**config.mk**
```make
export PLATFORM = sky130hd
export DESIGN_NAME = dbl_buf_dctl
export DESIGN_NICKNAME = d
export VERILOG_FILES = /design/src/rtl/dctl_pkg.sv /design/src/rtl/dctl_move_timer.sv /design/src/rtl/dctl_port_gate.sv /design/src/rtl/dbl_buf_dctl.sv
export SDC_FILE = /design/constraint.sdc
export NUM_CORES = 1
export LEC_CHECK = 0
export BUFFER_PORTS_ARGS = -buffer_cell sky130_fd_sc_hd__buf_2
export CAP_MARGIN = 10
export CORE_MARGIN = 5
export CORE_UTILIZATION = 47
export CTS_BUF_LIST = sky130_fd_sc_hd__clkbuf_8
export DETAILED_ROUTE_END_ITERATION = 6
export PLACE_DENSITY = 0.7
export SYNTH_ARGS = -nofsm -noshare
export SYNTH_HDL_FRONTEND = slang
export SYNTH_HIERARCHICAL = 1
export SYNTH_SLANG_ARGS = --single-unit
```
**constraint.sdc**
```tcl
create_clock -name clk -period 6.9 [get_ports clk]
set_clock_uncertainty 0.1 [all_clocks]
set_input_delay 2.07 -clock clk [delete_from_list [all_inputs] [get_ports clk]]
set_output_delay 2.07 -clock clk [all_outputs]
set_load 0.01 [all_outputs]
```
**src/rtl/dctl_pkg.sv**
```systemverilog
package dctl_pkg;
  typedef enum logic [1:0] {
    OP_CTL_WR  = 2'd0,
    OP_STAT_RD = 2'd1,
    OP_DATA_RD = 2'd2,
    OP_DATA_WR = 2'd3
  } cpu_op_e;

  // Field order is the software-visible status layout, MSB first.
  typedef struct packed {
    logic [2:0] cnt;
    logic       miss;
    logic       mv;
    logic       ac;
    logic       rq;
    logic       dir;
    logic [1:0] pack;
    logic [2:0] port;
    logic [2:0] pri;
  } ctl_stat_t;

  localparam int STAT_W = $bits(ctl_stat_t);
  localparam int LOAD_W = 13;
endpackage

```
**src/rtl/dctl_move_timer.sv**
```systemverilog
module dctl_move_timer #(
  parameter int CPU_DELAY = 10,
  parameter int DEV_DELAY = 20
) (
  input  logic clk,
  input  logic rst,
  input  logic trig_cpu,
  input  logic trig_dev,
  output logic fire
);
  localparam int DLY_MAX = (CPU_DELAY > DEV_DELAY) ? CPU_DELAY : DEV_DELAY;
  localparam int DLY_W   = $clog2(DLY_MAX + 1);

  logic [DLY_W-1:0] cnt_q;

  assign fire = (cnt_q == DLY_W'(1));

  always_ff @(posedge clk) begin
    if (rst)                cnt_q <= '0;
    else if (trig_dev)      cnt_q <= DLY_W'(DEV_DELAY);
    else if (trig_cpu)      cnt_q <= DLY_W'(CPU_DELAY);
    else if (cnt_q != '0)   cnt_q <= cnt_q - 1'b1;
  end


  tmr_range_chk: assert property (@(posedge clk) disable iff (rst)
    cnt_q <= DLY_W'(DLY_MAX));
endmodule

```
**src/rtl/dctl_port_gate.sv**
```systemverilog
module dctl_port_gate #(
  parameter int WORD_W = 36,
  parameter int PORT_W = 3
) (
  input  logic              clk,
  input  logic              rst,
  input  logic              rd_req,
  input  logic              wr_req,
  input  logic [PORT_W-1:0] req_port,
  input  logic [PORT_W-1:0] sel_port,
  input  logic              dir,
  input  logic              ac_i,
  input  logic              blocked,
  input  logic [WORD_W-1:0] acc_i,
  output logic              grant_rd,
  output logic              grant_wr,
  output logic              ack,
  output logic [WORD_W-1:0] rdata,
  output logic              link_ok
);
  logic match;

  assign match    = (req_port == sel_port);
  assign grant_rd = rd_req && !blocked && match &&  dir && !ac_i;
  assign grant_wr = wr_req && !blocked && match && !dir && !ac_i;

  always_ff @(posedge clk) begin
    if (rst) begin
      ack     <= 1'b0;
      rdata   <= '0;
      link_ok <= 1'b0;
    end else begin
      ack     <= grant_rd || grant_wr;
      link_ok <= match && !(dir && ac_i);
      if (grant_rd) rdata <= acc_i;
    end
  end


  ack_needs_free_chk: assert property (@(posedge clk) disable iff (rst)
    ack |-> !$past(ac_i));
endmodule

```
**src/rtl/dbl_buf_dctl.sv**
```systemverilog
module dbl_buf_dctl
  import dctl_pkg::*;
#(
  parameter int WORD_W    = 36,
  parameter int CPU_DELAY = 10,
  parameter int DEV_DELAY = 20
) (
  input  logic              clk,
  input  logic              rst,
  input  logic              cpu_valid,
  input  logic [1:0]        cpu_op,
  input  logic [WORD_W-1:0] cpu_wdata,
  output logic [WORD_W-1:0] cpu_rdata,
  output logic              irq_req,
  output logic [2:0]        irq_pri,
  input  logic              dev_rd_req,
  input  logic              dev_wr_req,
  input  logic [2:0]        dev_port,
  input  logic [2:0]        dev_cnt,
  input  logic [WORD_W-1:0] dev_wdata,
  output logic              dev_ack,
  output logic [WORD_W-1:0] dev_rdata,
  output logic              dev_link_ok
);
  localparam int PAD_W = WORD_W - STAT_W;

  ctl_stat_t         st;
  logic [WORD_W-1:0] buf_q, acc_q;
  logic              irq_q;
  cpu_op_e           op_e;
  logic              cpu_wr_op, data_op, trig_cpu;
  logic              grant_rd, grant_wr, any_grant, fire, move_ok;

  assign op_e      = cpu_op_e'(cpu_op);
  assign cpu_wr_op = cpu_valid && (op_e != OP_STAT_RD);
  assign data_op   = cpu_valid && (op_e == OP_DATA_RD || op_e == OP_DATA_WR);
  assign trig_cpu  = data_op && st.rq;
  assign any_grant = grant_rd || grant_wr;
  assign move_ok   = fire && st.mv && st.ac && !st.rq && !cpu_wr_op && !any_grant;
  assign irq_req   = irq_q;
  assign irq_pri   = st.pri;

  dctl_move_timer #(.CPU_DELAY(CPU_DELAY), .DEV_DELAY(DEV_DELAY)) u_timer (
    .clk(clk), .rst(rst), .trig_cpu(trig_cpu), .trig_dev(any_grant), .fire(fire));

  dctl_port_gate #(.WORD_W(WORD_W), .PORT_W(3)) u_gate (
    .clk(clk), .rst(rst), .rd_req(dev_rd_req), .wr_req(dev_wr_req),
    .req_port(dev_port), .sel_port(st.port), .dir(st.dir), .ac_i(st.ac),
    .blocked(cpu_wr_op), .acc_i(acc_q), .grant_rd(grant_rd), .grant_wr(grant_wr),
    .ack(dev_ack), .rdata(dev_rdata), .link_ok(dev_link_ok));

  always_ff @(posedge clk) begin
    if (rst) begin
      st        <= '0;
      buf_q     <= '0;
      acc_q     <= '0;
      irq_q     <= 1'b0;
      cpu_rdata <= '0;
    end else begin
      if (cpu_valid && op_e == OP_STAT_RD)
        cpu_rdata <= {{PAD_W{1'b0}}, st};
      if (cpu_wr_op) begin
        unique case (op_e)
          OP_CTL_WR: begin
            st    <= ctl_stat_t'({3'b000, cpu_wdata[LOAD_W-1:0]});
            irq_q <= cpu_wdata[9];
          end
          OP_DATA_RD: begin
            irq_q     <= 1'b0;
            cpu_rdata <= st.rq ? buf_q : '0;
            if (st.rq) begin
              st.rq  <= 1'b0;
              st.cnt <= '0;
              st.mv  <= 1'b1;
            end
          end
          OP_DATA_WR: begin
            irq_q <= 1'b0;
            if (st.rq) begin
              buf_q  <= cpu_wdata;
              st.rq  <= 1'b0;
              st.cnt <= '0;
              st.mv  <= 1'b1;
            end
          end
          default: ;
        endcase
      end else if (any_grant) begin
        if (grant_wr) acc_q <= dev_wdata;
        st.ac  <= 1'b1;
        st.mv  <= 1'b1;
        st.cnt <= dev_cnt;
      end else if (move_ok) begin
        if (st.dir) acc_q <= buf_q;
        else        buf_q <= acc_q;
        st.mv <= 1'b0;
        st.ac <= 1'b0;
        st.rq <= 1'b1;
        irq_q <= 1'b1;
      end
    end
  end


  irq_tracks_rq_chk: assert property (@(posedge clk) disable iff (rst)
    irq_q == st.rq);


  move_needs_flags_chk: assert property (@(posedge clk) disable iff (rst)
    ($rose(st.rq) && !$past(cpu_valid && op_e == OP_CTL_WR)) |-> $past(st.mv && st.ac));


  idle_write_chk: assert property (@(posedge clk) disable iff (rst)
    (cpu_valid && op_e == OP_DATA_WR && !st.rq) |=> ($stable(buf_q) && $stable(st)));


  single_ack_chk: assert property (@(posedge clk) disable iff (rst)
    dev_ack |=> !dev_ack);
endmodule

```
==> impl_metrics.env, run 1 <==
export IMPL_gp_congestion=0.8940
export IMPL_synth_edf_count=0
export IMPL_ys_seq_area_frac=0.4031
export IMPL_status="complete, no violations"
export IMPL_antennaDiodeCount=0
export IMPL_fp_dieH_um=142.8
export IMPL_grtUsageTotal=0.2280
export IMPL_finalHoldViolCount=0
export IMPL_wl_mm=23.76
export IMPL_cp_data_arrival_time_ns=5.84
export IMPL_insertion_delay_ns=0.47
export IMPL_drtIter0Drc=611
export IMPL_required_ns=7.17
export IMPL_grt_overflow=0
export IMPL_relSlewSlack=0.2867
export IMPL_critPathMaxFanout=42
export IMPL_fmax_ghz=0.1795
export IMPL_worstHoldPathType="flop to flop"
export IMPL_cts_buffers=17
export IMPL_synth_cell_types=61
export IMPL_max_cap_viol_count=0
export IMPL_vias=7275
export IMPL_synth_ff_type="dfxtp_1"
export IMPL_syn_area_um2=8294
export IMPL_cts_clk_slew_worst_paths_ns=0.09
export IMPL_fin_nets=1097
export IMPL_grt_max_degree=95
export IMPL_cts_tree="yes"
export IMPL_avgSynthCellArea_um2=9.095
export IMPL_async_flop_share=0
export IMPL_viasPerCell=5.834
export IMPL_ys_ff_latch=167
export IMPL_setup_viol=0
export IMPL_power_uw=2035
export IMPL_yosysTopAreaCellShare=0.4031
export IMPL_cts_resized=0
export IMPL_post_cts_setup_buffers=0
export IMPL_finalCritPeriodShare=0.8075
export IMPL_portBuffers=162
export IMPL_grt_pass1_wl_mm=36.87
export IMPL_leakagePower_uw=0.003484
export IMPL_grt_setup_unrepaired="false"
export IMPL_min_period_ns=5.572
export IMPL_syn2layout_area_growth_pct=12.84
export IMPL_initial_core_util=0.4795
export IMPL_coreArea_um2=17300
export IMPL_wire_per_inst_um=19.06
export IMPL_start_kind="input port"
export IMPL_cts_hold_buffers_added=0
export IMPL_layout_drive_gt1_share=0.2466
export IMPL_first_global_vias=6885
export IMPL_synth_area_leaders="dfxtp_1, mux2i_1, a21oi_1"
export IMPL_nFillCells=1652
export IMPL_cts_max_level=4
export IMPL_drcViolationCount=0
export IMPL_holdWs_ns=0.3723
export IMPL_drv_slew=0
export IMPL_critical_path_class="input port to flop"
export IMPL_mappedNetlistNets=999
export IMPL_yosysWarnings=6
export IMPL_netlist_instances=912
export IMPL_die_x_um=142.8
export IMPL_ios=163
export IMPL_place_hpwl_mm=16.30
export IMPL_yosys_area_top_type="dfxtp_1"
export IMPL_antenna_found_initial=0
export IMPL_root_buffer="clkbuf_8"
export IMPL_rows=48
export IMPL_ir_worst_vdd_uv=134.5
export IMPL_cts_path_max_buffers=2
export IMPL_critical_path_endpoint_type="flop"
export IMPL_ant_nets=0
export IMPL_tns_ns=0
export IMPL_dieArea_um2=20400
export IMPL_powerDensity_nw_per_um2=217.5
export IMPL_dr_pass1_iters=7
export IMPL_cts_sinks=167
export IMPL_worst_pin_slew_ns=1.070
[state kept, by name, indices dropped and copies added (netlist names)]
signal	cells
u_gate/rdata	36
u_gate/link_ok	1
buf_q	36
st	13
acc_q	36
u_gate/ack	1
irq_pri	3
u_timer/cnt_q	5
cpu_rdata	36
[worst max-delay path, cell delays in order]
cell and delay (ns):
buf_2 0.26, nand2b_4 0.49, nand2_2 0.32, inv_2 0.58
and4bb_1 0.28, and4_4 0.20, nor2_4 0.15, inv_1 0.19
o21ai_2 0.29, nand2_1 0.34, buf_4 0.35, o31ai_1 0.30
[path summary, 6_finish.rpt]
kind                                 start                       endpoint  slack, ns  cells past startpoint
max                              cpu_op[1]         buf_q[27]$_SDFFE_PP0P_       1.33                     12
min reg2reg  u_gate/rdata[21]$_SDFFE_PP0P_  u_gate/rdata[21]$_SDFFE_PP0P_       0.37                      2
min          u_gate/rdata[21]$_SDFFE_PP0P_  u_gate/rdata[21]$_SDFFE_PP0P_       0.37                      2
max reg2reg             st[8]$_SDFFE_PP0P_         acc_q[20]$_SDFFE_PP0P_       3.58                      9
[layer usage]
layer | global-route usage | share of wire | up-vias
met5 | 0 | 0 | -
met1 | 0.2908 | 0.41 | 3411
met2 | 0.3887 | 0.49 | 289
met4 | 0.06203 | 0.024 | 0
li1 | - | - | 3532
met3 | 0.05258 | 0.078 | 43
[cells in the mapped netlist, types with 3 or more instances]
library cell and n:
dfxtp_1 167, a22oi_1 21, o31ai_1 33, nor3_1 3
buf_12 4, nand2_1 14, clkbuf_1 42, nor4_1 15
inv_1 7, a211oi_1 3, nand3_1 5, o21ai_0 51
nand2b_1 73, buf_6 9, buf_4 11, o211ai_1 7
nor2_1 95, a2111o_1 35, buf_2 27, a21oi_1 135
and3_1 7, o211ai_2 30, mux2i_1 73
[placed cells by master, fill, tap and decap left out, types with 7 or more instances in the layout]
cell / count
dfxtp_1: 166
buf_2: 161
a21oi_1: 135
nor2_1: 94
mux2i_1: 73
nand2b_1: 73
o21ai_0: 51
a2111o_1: 35
o31ai_1: 33
o211ai_2: 30
a22oi_1: 21
clkbuf_8: 18
nor4_1: 15
nand2_1: 14
buf_4: 13
inv_1: 8
and3_1: 7
o211ai_1: 7
[through the flow]
stage	setup WS, ns	util	cell area [um2]	cells
final	1.328	0.5411	9359	1247
after global routing	1.103	0.5411	9359	1247
after CTS	1.422	0.5411	9359	1247
after detailed placement	0.9467	0.5163	8931	1216
after global placement	1.015	0.5163	8931	1216
after floorplan	2.220	-	8294	912
[kinds of logic (layout without fill, tap and decap cells)]
family | Yosys count | after routing | share of synthesized area
xor+xnor | 5 | 5 | 0.007090
compound gates | 328 | 328 | 0.2777
flops | 167 | 167 | 0.4031
mux | 74 | 74 | 0.08946
fa+ha+maj | 2 | 2 | 0.003017
buf+inv | 104 | 214 | 0.07211
simple gates | 232 | 232 | 0.1475
[where the power goes]
part	switching [uW]	internal, uW	total [uW]	leakage (uW)
logic	158	97.9	256	0.00192
clock network	369	400	770	0.000216
registers	21.8	987	1010	0.00135
[final cells by class]
cell class	count	area, um2	share of cell area
multi-input cells	641	4368	0.4667
inverters	9	33.78	0.003610
flip-flops and latches	167	3344	0.3574
well taps	225	281.5	0.03008
clock buffers	18	247.7	0.02647
repair buffers	174	903.4	0.09652
clock inverters	13	180.2	0.01925
(Power assumes the default switching activity.)
==> inputs of run 2 (changes only) <==
Clock period 6.9 ns to 5.2 ns, I/O delays scaled along.
==> run 2 against run 1 <==
Final area is 0.16% higher. Final cell count increased by 0.40%. Via count down 0.30%. Sequential share of layout area is 0.057 points lower. Worst setup slack worse by 0.19 ns. Flip-flop and latch count stayed put. Highest routed layer unchanged. Critical path depth unchanged. Clock-buffer cell count up 1. Largest power group unchanged. Sequential power grew 33%. Clock power up 22%.
==> impl_metrics.env, run 2 (same netlist as run 1, synthesis figures left out) <==
export IMPL_cts_sinks=167
export IMPL_ios=163
export IMPL_wire_per_inst_um=18.87
export IMPL_portBuffers=162
export IMPL_finalHoldViolCount=0
export IMPL_regToRegSetupSlack_ns=2.03
export IMPL_rows=48
export IMPL_post_cts_setup_buffers=0
export IMPL_drtIter0Drc=530
export IMPL_max_cap_viol_count=0
export IMPL_min_period_ns=4.060
export IMPL_layout_common_cells="dfxtp_1, buf_2, a21oi_1"
export IMPL_drv_slew=0
export IMPL_cts_resized=0
export IMPL_coreArea_um2=17300
export IMPL_holdPathEnd="u_gate/rdata[8]$_SDFFE_PP0P_"
export IMPL_reg2reg_to="buf_q[29]$_SDFFE_PP0P_"
export IMPL_cts_max_level=4
export IMPL_layout_drive_gt1_share=0.2495
export IMPL_die_x_um=142.8
export IMPL_grt_pass1_wl_mm=36.83
export IMPL_fin_nets=1100
export IMPL_start_kind="input port"
export IMPL_grt_overflow=0
export IMPL_syn2layout_area_growth_pct=13.02
export IMPL_dr_pass1_iters=5
export IMPL_critPathLaunch="cpu_op[1]"
export IMPL_root_buffer="clkbuf_8"
export IMPL_grt_max_degree=92
export IMPL_stdcell_count=1252
export IMPL_place_hpwl_mm=16.28
export IMPL_place_area_um2=8979
export IMPL_powerDensity_nw_per_um2=278.9
export IMPL_r2r_cells=9
export IMPL_slowest_stage="buf_4"
export IMPL_min_from="u_gate/rdata[8]$_SDFFE_PP0P_"
export IMPL_power_uw=2615
export IMPL_wl_mm=23.62
export IMPL_vias=7253
export IMPL_required_ns=5.47
export IMPL_critical_path_class="input port to flop"
export IMPL_grt_setup_unrepaired="false"
export IMPL_hold_path_depth=2
export IMPL_r2r_start="st[8]$_SDFFE_PP0P_"
export IMPL_gp_congestion=0.9302
export IMPL_viasPerCell=5.793
export IMPL_dieArea_um2=20400
export IMPL_path_cells="buf_2 -> nand2b_4 -> nand2_2 -> inv_2 -> and4bb_1 -> and4_4 -> nor2_4 -> inv_1 -> o21ai_2 -> nand2_1 -> buf_4 -> o31ai_1"
export IMPL_final_common_cell="dfxtp_1"
export IMPL_nFillCells=1674
export IMPL_cp_data_arrival_time_ns=4.33
export IMPL_ir_worst_vdd_uv=197.4
export IMPL_pre_cts_ws_ns=0.7491
export IMPL_critPathMaxFanout=22
export IMPL_fin_area_um2=9374
export IMPL_cts_tree="yes"
export IMPL_grtUsageTotal=0.2277
export IMPL_leakagePower_uw=0.003488
export IMPL_cts_path_max_buffers=2
export IMPL_relSlewSlack=0.4170
export IMPL_ant_nets=0
export IMPL_finalCritPeriodShare=0.7808
export IMPL_fp_dieH_um=142.8
export IMPL_cts_clk_slew_worst_paths_ns=0.09
export IMPL_fmax_ghz=0.2463
export IMPL_setup_viol=0
export IMPL_critical_path_endpoint_type="flop"
export IMPL_fin_ws_ns=1.140
export IMPL_cts_buffers=17
export IMPL_dp_cells=1219
export IMPL_insertion_delay_ns=0.46
export IMPL_antenna_found_initial=0
export IMPL_worst_pin_slew_ns=0.8745
export IMPL_worstHoldPathType="flop to flop"
export IMPL_first_global_vias=6806
export IMPL_cts_hold_buffers_added=0
export IMPL_tns_ns=0
export IMPL_status="complete, no violations"
export IMPL_drcViolationCount=0
export IMPL_critical_path_max_stage_delay_ns=0.35
export IMPL_initial_core_util=0.4795
run 2: power breakdown:
group	switching, uW	internal, uW
Combinational	203	132
Clock	489	448
Sequential	32.7	1310
Total	725	1890
run 2: per-layer routing:
metal,GRT usage,part of all wire
met1,0.2921,0.41
met2,0.3840,0.49
met3,0.04756,0.074
met4,0.07304,0.026
met5,0,0
run 2: area by class of cell:
| class | count | area (um2) | area share |
|---|---|---|---|
| Multi-Input combinational cell | 641 | 4368 | 0.4660 |
| Sequential cell | 167 | 3344 | 0.3568 |
| Timing Repair Buffer | 177 | 950.9 | 0.1014 |
| Tap cell | 225 | 281.5 | 0.03003 |
| Clock buffer | 19 | 261.5 | 0.02790 |
| Clock inverter | 13 | 131.4 | 0.01401 |
| Inverter | 9 | 33.78 | 0.003604 |
| Antenna cell | 1 | 2.502 | 0.0002670 |
run 2: worst max-delay path by stage:
stage / end / slack, ns / depth (start not counted)
global route: buf_q[21]$_SDFFE_PP0P_ / 1.0 / 12
CTS: buf_q[29]$_SDFFE_PP0P_ / 1.21 / 12
detailed placement: buf_q[15]$_SDFFE_PP0P_ / 0.75 / 12
global placement: buf_q[23]$_SDFFE_PP0P_ / 0.87 / 12
floorplan: acc_q[29]$_SDFFE_PP0P_ / 1.03 / 16
finish: buf_q[29]$_SDFFE_PP0P_ / 1.14 / 12
run 2: through the flow:
stage	util	hold slack, ns
floorplan	-	0.3500
global placement	0.5191	0.3589
detailed placement	0.5191	0.3589
CTS	0.5418	0.3738
global route	0.5418	0.3913
finish	0.5420	0.3687
run 2: worst max-delay path, delay by kind of cell:
kind / cells / cell delay, ns
buf+inv: 4 / 1.02
compound gates: 2 / 0.54
simple gates: 6 / 1.20
